## src/rtl/acc_alu_pkg.sv

```systemverilog
package acc_alu_pkg;

    localparam int DW  = 8;
    localparam int NW  = DW / 2;
    localparam int OPW = 5;

    typedef enum logic [OPW-1:0] {
        OP_LDA  = 5'd0,
        OP_LDB  = 5'd1,
        OP_ADD  = 5'd2,
        OP_ADDC = 5'd3,
        OP_SUBB = 5'd4,
        OP_INC  = 5'd5,
        OP_DEC  = 5'd6,
        OP_AND  = 5'd7,
        OP_OR   = 5'd8,
        OP_XOR  = 5'd9,
        OP_CPL  = 5'd10,
        OP_RL   = 5'd11,
        OP_RLC  = 5'd12,
        OP_RR   = 5'd13,
        OP_RRC  = 5'd14,
        OP_SWAP = 5'd15,
        OP_MUL  = 5'd16,
        OP_DIV  = 5'd17,
        OP_DA   = 5'd18
    } alu_op_e;

    typedef struct packed {
        logic cy;
        logic ac;
        logic ov;
        logic par;
    } alu_flags_t;

    typedef struct packed {
        logic [DW-1:0] acc;
        logic [DW-1:0] breg;
        alu_flags_t    fl;
    } alu_state_t;

endpackage

```

## src/rtl/alu_addsub.sv

```systemverilog
module alu_addsub #(
    parameter int W = 8
) (
    input  logic [W-1:0] a_i,
    input  logic [W-1:0] b_i,
    input  logic         cin_i,
    input  logic         sub_i,
    output logic [W-1:0] res_o,
    output logic         cy_o,
    output logic         ac_o,
    output logic         ov_o
);
    localparam int HW = W / 2;

    logic [HW:0] low_nib;
    logic [W:0]  full_sum;

    always_comb begin
        if (sub_i) begin
            low_nib  = {1'b0, a_i[HW-1:0]} - {1'b0, b_i[HW-1:0]} - (HW+1)'(cin_i);
            full_sum = {1'b0, a_i} - {1'b0, b_i} - (W+1)'(cin_i);
            ov_o     = (a_i[W-1] ^ b_i[W-1]) & (full_sum[W-1] ^ a_i[W-1]);
        end else begin
            low_nib  = {1'b0, a_i[HW-1:0]} + {1'b0, b_i[HW-1:0]} + (HW+1)'(cin_i);
            full_sum = {1'b0, a_i} + {1'b0, b_i} + (W+1)'(cin_i);
            ov_o     = ~(a_i[W-1] ^ b_i[W-1]) & (full_sum[W-1] ^ a_i[W-1]);
        end
        res_o = full_sum[W-1:0];
        cy_o  = full_sum[W];
        ac_o  = low_nib[HW];
    end

endmodule

```

## src/rtl/alu_rotlog.sv

```systemverilog
module alu_rotlog
    import acc_alu_pkg::*;
#(
    parameter int W = 8
) (
    input  alu_op_e      op_i,
    input  logic [W-1:0] a_i,
    input  logic [W-1:0] b_i,
    input  logic         cin_i,
    output logic [W-1:0] res_o,
    output logic         cy_o
);
    localparam int HW = W / 2;

    always_comb begin
        res_o = a_i;
        cy_o  = cin_i;
        unique case (op_i)
            OP_INC:  res_o = a_i + W'(1);
            OP_DEC:  res_o = a_i - W'(1);
            OP_AND:  res_o = a_i & b_i;
            OP_OR:   res_o = a_i | b_i;
            OP_XOR:  res_o = a_i ^ b_i;
            OP_CPL:  res_o = ~a_i;
            OP_RL:   res_o = {a_i[W-2:0], a_i[W-1]};
            OP_RR:   res_o = {a_i[0], a_i[W-1:1]};
            OP_RLC: begin
                res_o = {a_i[W-2:0], cin_i};
                cy_o  = a_i[W-1];
            end
            OP_RRC: begin
                res_o = {cin_i, a_i[W-1:1]};
                cy_o  = a_i[0];
            end
            OP_SWAP: res_o = {a_i[HW-1:0], a_i[W-1:HW]};
            default: res_o = a_i;
        endcase
    end

endmodule

```

## src/rtl/alu_muldiv.sv

```systemverilog
module alu_muldiv #(
    parameter int W = 8
) (
    input  logic [W-1:0] a_i,
    input  logic [W-1:0] b_i,
    output logic [W-1:0] prod_lo_o,
    output logic [W-1:0] prod_hi_o,
    output logic [W-1:0] quot_o,
    output logic [W-1:0] rem_o,
    output logic         div_zero_o
);
    logic [2*W-1:0] product;
    logic [W:0]     part_rem [W+1];
    logic [W-1:0]   q_bits;

    assign product    = {{W{1'b0}}, a_i} * {{W{1'b0}}, b_i};
    assign prod_lo_o  = product[W-1:0];
    assign prod_hi_o  = product[2*W-1:W];
    assign div_zero_o = (b_i == '0);

    assign part_rem[0] = '0;

    for (genvar s = 0; s < W; s++) begin : g_div_stage
        logic [W:0] trial;
        logic [W:0] diff;
        assign trial = {part_rem[s][W-1:0], a_i[W-1-s]};
        assign diff  = trial - {1'b0, b_i};
        assign q_bits[W-1-s] = ~diff[W];
        assign part_rem[s+1] = diff[W] ? trial : diff;
    end

    assign quot_o = q_bits;
    assign rem_o  = part_rem[W][W-1:0];

endmodule

```

## src/rtl/alu_decadj.sv

```systemverilog
module alu_decadj #(
    parameter int W = 8
) (
    input  logic [W-1:0] a_i,
    input  logic         cy_i,
    input  logic         ac_i,
    output logic [W-1:0] res_o,
    output logic         cy_o
);
    localparam int HW = W / 2;
    localparam logic [HW-1:0] NIB_MAX = HW'(9);

    logic       low_fix;
    logic       high_fix;
    logic [W:0] step_lo;
    logic [W:0] step_hi;

    always_comb begin
        low_fix  = ac_i | (a_i[HW-1:0] > NIB_MAX);
        step_lo  = {1'b0, a_i} + (low_fix ? (W+1)'(6) : '0);
        high_fix = cy_i | step_lo[W] | (step_lo[W-1:HW] > NIB_MAX);
        step_hi  = {1'b0, step_lo[W-1:0]} + (high_fix ? (W+1)'(6 << HW) : '0);
        res_o    = step_hi[W-1:0];
        cy_o     = cy_i | step_lo[W] | step_hi[W];
    end

endmodule

```

## src/rtl/acc_alu.sv

```systemverilog
module acc_alu
    import acc_alu_pkg::*;
(
    input  logic           clk,
    input  logic           rst_n,
    input  logic [OPW-1:0] op_i,
    input  logic [DW-1:0]  operand_i,
    input  logic           wr_en_i,
    output logic [DW-1:0]  acc_o,
    output logic [DW-1:0]  breg_o,
    output logic           cy_o,
    output logic           ac_o,
    output logic           ov_o,
    output logic           par_o
);
    alu_state_t st_d;
    alu_state_t st_q;
    alu_op_e    op_sel;

    logic [DW-1:0] as_res;
    logic          as_cy;
    logic          as_ac;
    logic          as_ov;
    logic          as_sub;
    logic          as_cin;

    logic [DW-1:0] rl_res;
    logic          rl_cy;

    logic [DW-1:0] md_plo;
    logic [DW-1:0] md_phi;
    logic [DW-1:0] md_quot;
    logic [DW-1:0] md_rem;
    logic          md_dz;

    logic [DW-1:0] da_res;
    logic          da_cy;

    assign op_sel = alu_op_e'(op_i);
    assign as_sub = (op_sel == OP_SUBB);
    assign as_cin = (op_sel != OP_ADD) & st_q.fl.cy;

    alu_addsub #(.W(DW)) u_addsub (
        .a_i   (st_q.acc),
        .b_i   (operand_i),
        .cin_i (as_cin),
        .sub_i (as_sub),
        .res_o (as_res),
        .cy_o  (as_cy),
        .ac_o  (as_ac),
        .ov_o  (as_ov)
    );

    alu_rotlog #(.W(DW)) u_rotlog (
        .op_i  (op_sel),
        .a_i   (st_q.acc),
        .b_i   (operand_i),
        .cin_i (st_q.fl.cy),
        .res_o (rl_res),
        .cy_o  (rl_cy)
    );

    alu_muldiv #(.W(DW)) u_muldiv (
        .a_i        (st_q.acc),
        .b_i        (st_q.breg),
        .prod_lo_o  (md_plo),
        .prod_hi_o  (md_phi),
        .quot_o     (md_quot),
        .rem_o      (md_rem),
        .div_zero_o (md_dz)
    );

    alu_decadj #(.W(DW)) u_decadj (
        .a_i   (st_q.acc),
        .cy_i  (st_q.fl.cy),
        .ac_i  (st_q.fl.ac),
        .res_o (da_res),
        .cy_o  (da_cy)
    );

    always_comb begin
        st_d = st_q;
        if (wr_en_i) begin
            case (op_sel)
                OP_LDA: st_d.acc  = operand_i;
                OP_LDB: st_d.breg = operand_i;
                OP_ADD, OP_ADDC, OP_SUBB: begin
                    st_d.acc   = as_res;
                    st_d.fl.cy = as_cy;
                    st_d.fl.ac = as_ac;
                    st_d.fl.ov = as_ov;
                end
                OP_INC, OP_DEC, OP_AND, OP_OR, OP_XOR, OP_CPL,
                OP_RL, OP_RR, OP_SWAP: st_d.acc = rl_res;
                OP_RLC, OP_RRC: begin
                    st_d.acc   = rl_res;
                    st_d.fl.cy = rl_cy;
                end
                OP_MUL: begin
                    st_d.acc   = md_plo;
                    st_d.breg  = md_phi;
                    st_d.fl.cy = 1'b0;
                    st_d.fl.ov = (md_phi != '0);
                end
                OP_DIV: begin
                    st_d.fl.cy = 1'b0;
                    st_d.fl.ov = md_dz;
                    if (!md_dz) begin
                        st_d.acc  = md_quot;
                        st_d.breg = md_rem;
                    end
                end
                OP_DA: begin
                    st_d.acc   = da_res;
                    st_d.fl.cy = da_cy;
                end
                default: st_d = st_q;
            endcase
        end
        st_d.fl.par = ^st_d.acc;
    end

    always_ff @(posedge clk or negedge rst_n) begin
        if (!rst_n) begin
            st_q <= '0;
        end else begin
            st_q <= st_d;
        end
    end

    assign acc_o  = st_q.acc;
    assign breg_o = st_q.breg;
    assign cy_o   = st_q.fl.cy;
    assign ac_o   = st_q.fl.ac;
    assign ov_o   = st_q.fl.ov;
    assign par_o  = st_q.fl.par;

endmodule

```

## config.mk

```make
export PLATFORM = sky130hd
export DESIGN_NAME = acc_alu
export DESIGN_NICKNAME = d
export VERILOG_FILES = /design/src/rtl/acc_alu_pkg.sv /design/src/rtl/alu_addsub.sv /design/src/rtl/alu_rotlog.sv /design/src/rtl/alu_muldiv.sv /design/src/rtl/alu_decadj.sv /design/src/rtl/acc_alu.sv
export SDC_FILE = /design/constraint.sdc
export NUM_CORES = 1
export LEC_CHECK = 0
export BUFFER_PORTS_ARGS = -buffer_cell sky130_fd_sc_hd__buf_2
export CORE_MARGIN = 2
export CORE_UTILIZATION = 50
export CTS_CLUSTER_SIZE = 12
export DETAILED_ROUTE_END_ITERATION = 8
export PLACE_DENSITY = 0.67
export SYNTH_ARGS = -nofsm -noshare
export SYNTH_HDL_FRONTEND = slang
export SYNTH_SLANG_ARGS = --single-unit
```

## constraint.sdc

```tcl
create_clock -name clk -period 22.5 [get_ports clk]
set_input_delay 4.5 -clock clk [delete_from_list [all_inputs] [get_ports clk]]
set_output_delay 4.5 -clock clk [all_outputs]
set_load 0.005 [all_outputs]
```

==> results.tsv <==
stage	metric	value	unit
floorplan	# rows	47	
critical_path	Crit. Startpoint	acc_o[7]	
status	status	finished clean	
floorplan	Die ar.	17760	um^2
critical_path	reg2reg end	breg_o[1]	
sta	Worst-Margin Slew	1.088	ns
synth	yosys warns	0	
final_layout	register area	500.5	um^2
routing	DR vias	8144	
sta	final hold violations	0	
synth	Synth Area in Adders	0.3337	
final_layout	non-filler cells, final	1313	
floorplan	Core Area	16470	um^2
sta	fin crit period	19.21	ns
placement	dpl hpwl	20.91	mm
synth	multiplexer area fraction after synthesis	0.03505	
critical_path	RR Startpoint	acc_o[7]	
synth	#FFs+latches synth	20	
sta	count of final setup violators	0	
clock_tree	Hold Buf Count CTS	0	
floorplan	IO Pins	36	
routing	Initial DRC Count	831	
sta	RSZ-0062 raised after global routing	no	
clock_tree	CTS Root Cell	clkbuf_16	
critical_path	r2r setup slk	3.29	ns
synth	Synth Area in Compound Gates	0.2434	
routing	Routed Antenna Nets	0	
sta	FMAX	52.06	MHz
routing	DR WL/cell	20.36	um
synth	sequential area share after synthesis	0.05992	
critical_path	crit path kind	reg -> reg	
placement	number of port buffers	35	
critical_path	CP endpoint	breg_o[1]	
placement	Placed Cells	1309	
synth	xor/xnor share of the synthesized area	0.07759	
clock_tree	Max clock buf depth	2	
floorplan	Die Y-Extent	133.3	um
synth	Mapped Cells	1073	
synth	Avg Synthesized Cell Area	7.785	um^2
final_layout	Layout area overhead	6.067	%
routing	Initial DRT Pass Iterations	5	
clock_tree	clock sink count	20	
clock_tree	post-CTS setup buffers	0	
clock_tree	post-cts resize count	0	
global_routing	first-pass GRT wire length	42.35	mm
final_layout	Fillers	1615	
sta	Fin Setup TNS	0	ns
routing	Remaining DRCs	0	
clock_tree	CTS Buf Count	3	
clock_tree	clock insertion delay at the later pin of the skew report	0.26	ns
sta	final hold slack	0.5393	ns
synth	ys async rst share	1.000	
global_routing	Overall Global Routing Usage	0.3016	
synth	Top FF cell, synth	dfrtp_1	
synth	Post-synth EDFFs	0	
global_routing	total gr overflow	0	
synth	share of the synthesized area in the top cell type	0.2127	
final_layout	Antenna Diode Count	0	
hold_path	Hold Path Class	reg -> reg	
synth	Netlist cell types	85	
clock_tree	Reg clk slew, reported paths	0.07	ns
floorplan	Initial Utilization	0.5073	
critical_path	Crit Path Max Fanout	16	
sta	clk_skew	0.004188	ns
clock_tree	H-tree Lvls	1	
critical_path	crit path capture type	flip-flop	
global_routing	initial antenna violation count	1	
global_routing	vias in the first global route	7742	
global_routing	largest net degree at the start of global routing	23	
critical_path	Worst EP arrival	19.40	ns
floorplan	die width	133.3	um
final_layout	multi-input gate area in the final layout	7282	um^2
critical_path	Startpoint Class	flip-flop	
clock_tree	CTS tree	done	
routing	total wire length	26.73	mm
critical_path	Worst path max stage delay	0.78	ns
final_layout	share of cells above drive strength 1	0.08692	
final_layout	Final #Nets	1302	
sta	Slew headroom	0.2683	
sta	Final Max Tran Viols	0	
critical_path	critical path required time	22.69	ns
synth	top cells by area, synth	ha_1, fa_1, dfrtp_1, xnor2_1, inv_1	
synth	biggest area consumer among synthesized cells	ha_1	
critical_path	slowest CP cell	dfrtp_1	
routing	post-DR vias/cell	6.203	
placement	RD Place Congestion	0.9704	
synth	mapped cell area	8353	um^2
synth	post-synthesis simple-gate area fraction	0.1806	
sta	crit share post-route	0.8537	
critical_path	worst reg-to-reg path cell count	79	
flow_run	maximum capacitance violations	0	
synth	largest family of logic cells by synthesized area	adder cells	
==> cells in the final DEF, fill, tap and decap left out, types with 5 or more instances in the layout <==
cell type	instances
a21boi_0	8
nor2b_1	18
mux2_2	17
dfrtp_1	20
o22ai_1	8
xor2_1	18
fa_1	50
nand3_1	18
a22o_1	6
o211ai_1	5
or3_1	6
nand2_1	90
o21a_1	10
a221o_1	5
nand4_1	11
buf_4	12
a22oi_1	5
buf_2	35
nor3_1	19
nand2b_1	21
nor2_1	92
a21o_1	28
a31oi_1	7
inv_1	111
mux2i_1	6
a211oi_1	8
o21bai_1	8
xnor2_1	56
ha_1	142
a221oi_1	19
a21oi_1	81
o21ai_0	61
==> worst min path at each step <==
stage          start   end  slack [ns]  depth (start not counted)
6_report        ov_o  ov_o        0.54                          2
5_1_grt         ov_o  ov_o        0.61                          2
4_1_cts         ov_o  ov_o        0.55                          2
3_5_place_dp    ov_o  ov_o        0.52                          2
3_3_place_gp    ov_o  ov_o        0.53                          2
2_1_floorplan   ov_o  ov_o        0.51                          2
==> registers in the layout, summed over array words and instances, names as in the netlist <==
signal and flops:
ac_o 1, breg_o 8, ov_o 1, cy_o 1, acc_o 8, par_o 1
==> layout make-up <==
cell class                      instances  share of cell area
Multi-Input combinational cell        907              0.8219
Tap cell                              220             0.03107
Clock buffer                            3            0.008473
Sequential cell                        20             0.05649
Clock inverter                          1            0.003389
Timing Repair Buffer                   47             0.02994
Inverter                              115             0.04872
==> Yosys cell counts, types with 17 or more instances <==
master / count
nand2b_1: 21
inv_1: 111
a221oi_1: 19
nand2_1: 90
mux2_2: 17
dfrtp_1: 20
nand3_1: 18
ha_1: 142
nor2b_1: 18
nor3_1: 19
clkbuf_1: 24
xnor2_1: 56
nor2_1: 92
xor2_1: 18
fa_1: 50
a21o_1: 28
a21oi_1: 81
o21ai_0: 61
==> worst max-delay path, delay by kind of cell, from the launching register on <==
| family | cells | cell delay [ns] |
|---|---|---|
| adders and majority gates | 9 | 3.39 |
| AOI/OAI and AO/OA | 42 | 8.76 |
| xor gates and xnor gates | 1 | 0.71 |
| and+or+nand+nor | 22 | 3.82 |
| muxes | 3 | 1.07 |
| buffers and inverters | 2 | 0.57 |
| DFF | 1 | 0.78 |
==> stage by stage <==
step                      setup slack, ns  cell area, um^2  utilization
after floorplan                     6.023             8361            -
after global placement              4.241             8755       0.5317
after detailed placement            3.604             8755       0.5317
after CTS                           3.457             8860       0.5381
after global routing                1.597             8860       0.5381
final                               3.291             8860       0.5381
==> cells by family after synthesis <==
family	after synthesis
AO/OA/AOI/OAI	299
XOR/XNOR	74
adder cells (fa/ha/maj)	193
buffers and inverters	148
flip-flops	20
multiplexers	26
other	1
AND/OR/NAND/NOR	312
==> layer usage <==
layer,vias to the layer above,wire [um],GRT usage,part of all wire
li1,3841,-,-,-
met1,3834,11900,0.4374,0.45
met2,398,11310,0.4694,0.42
met3,71,2450,0.03995,0.092
met4,0,1070,0.08688,0.040
met5,-,0,0,0
Power is not shown: default switching activity piles up to over one toggle a cycle in this logic, so the estimate is an artifact.
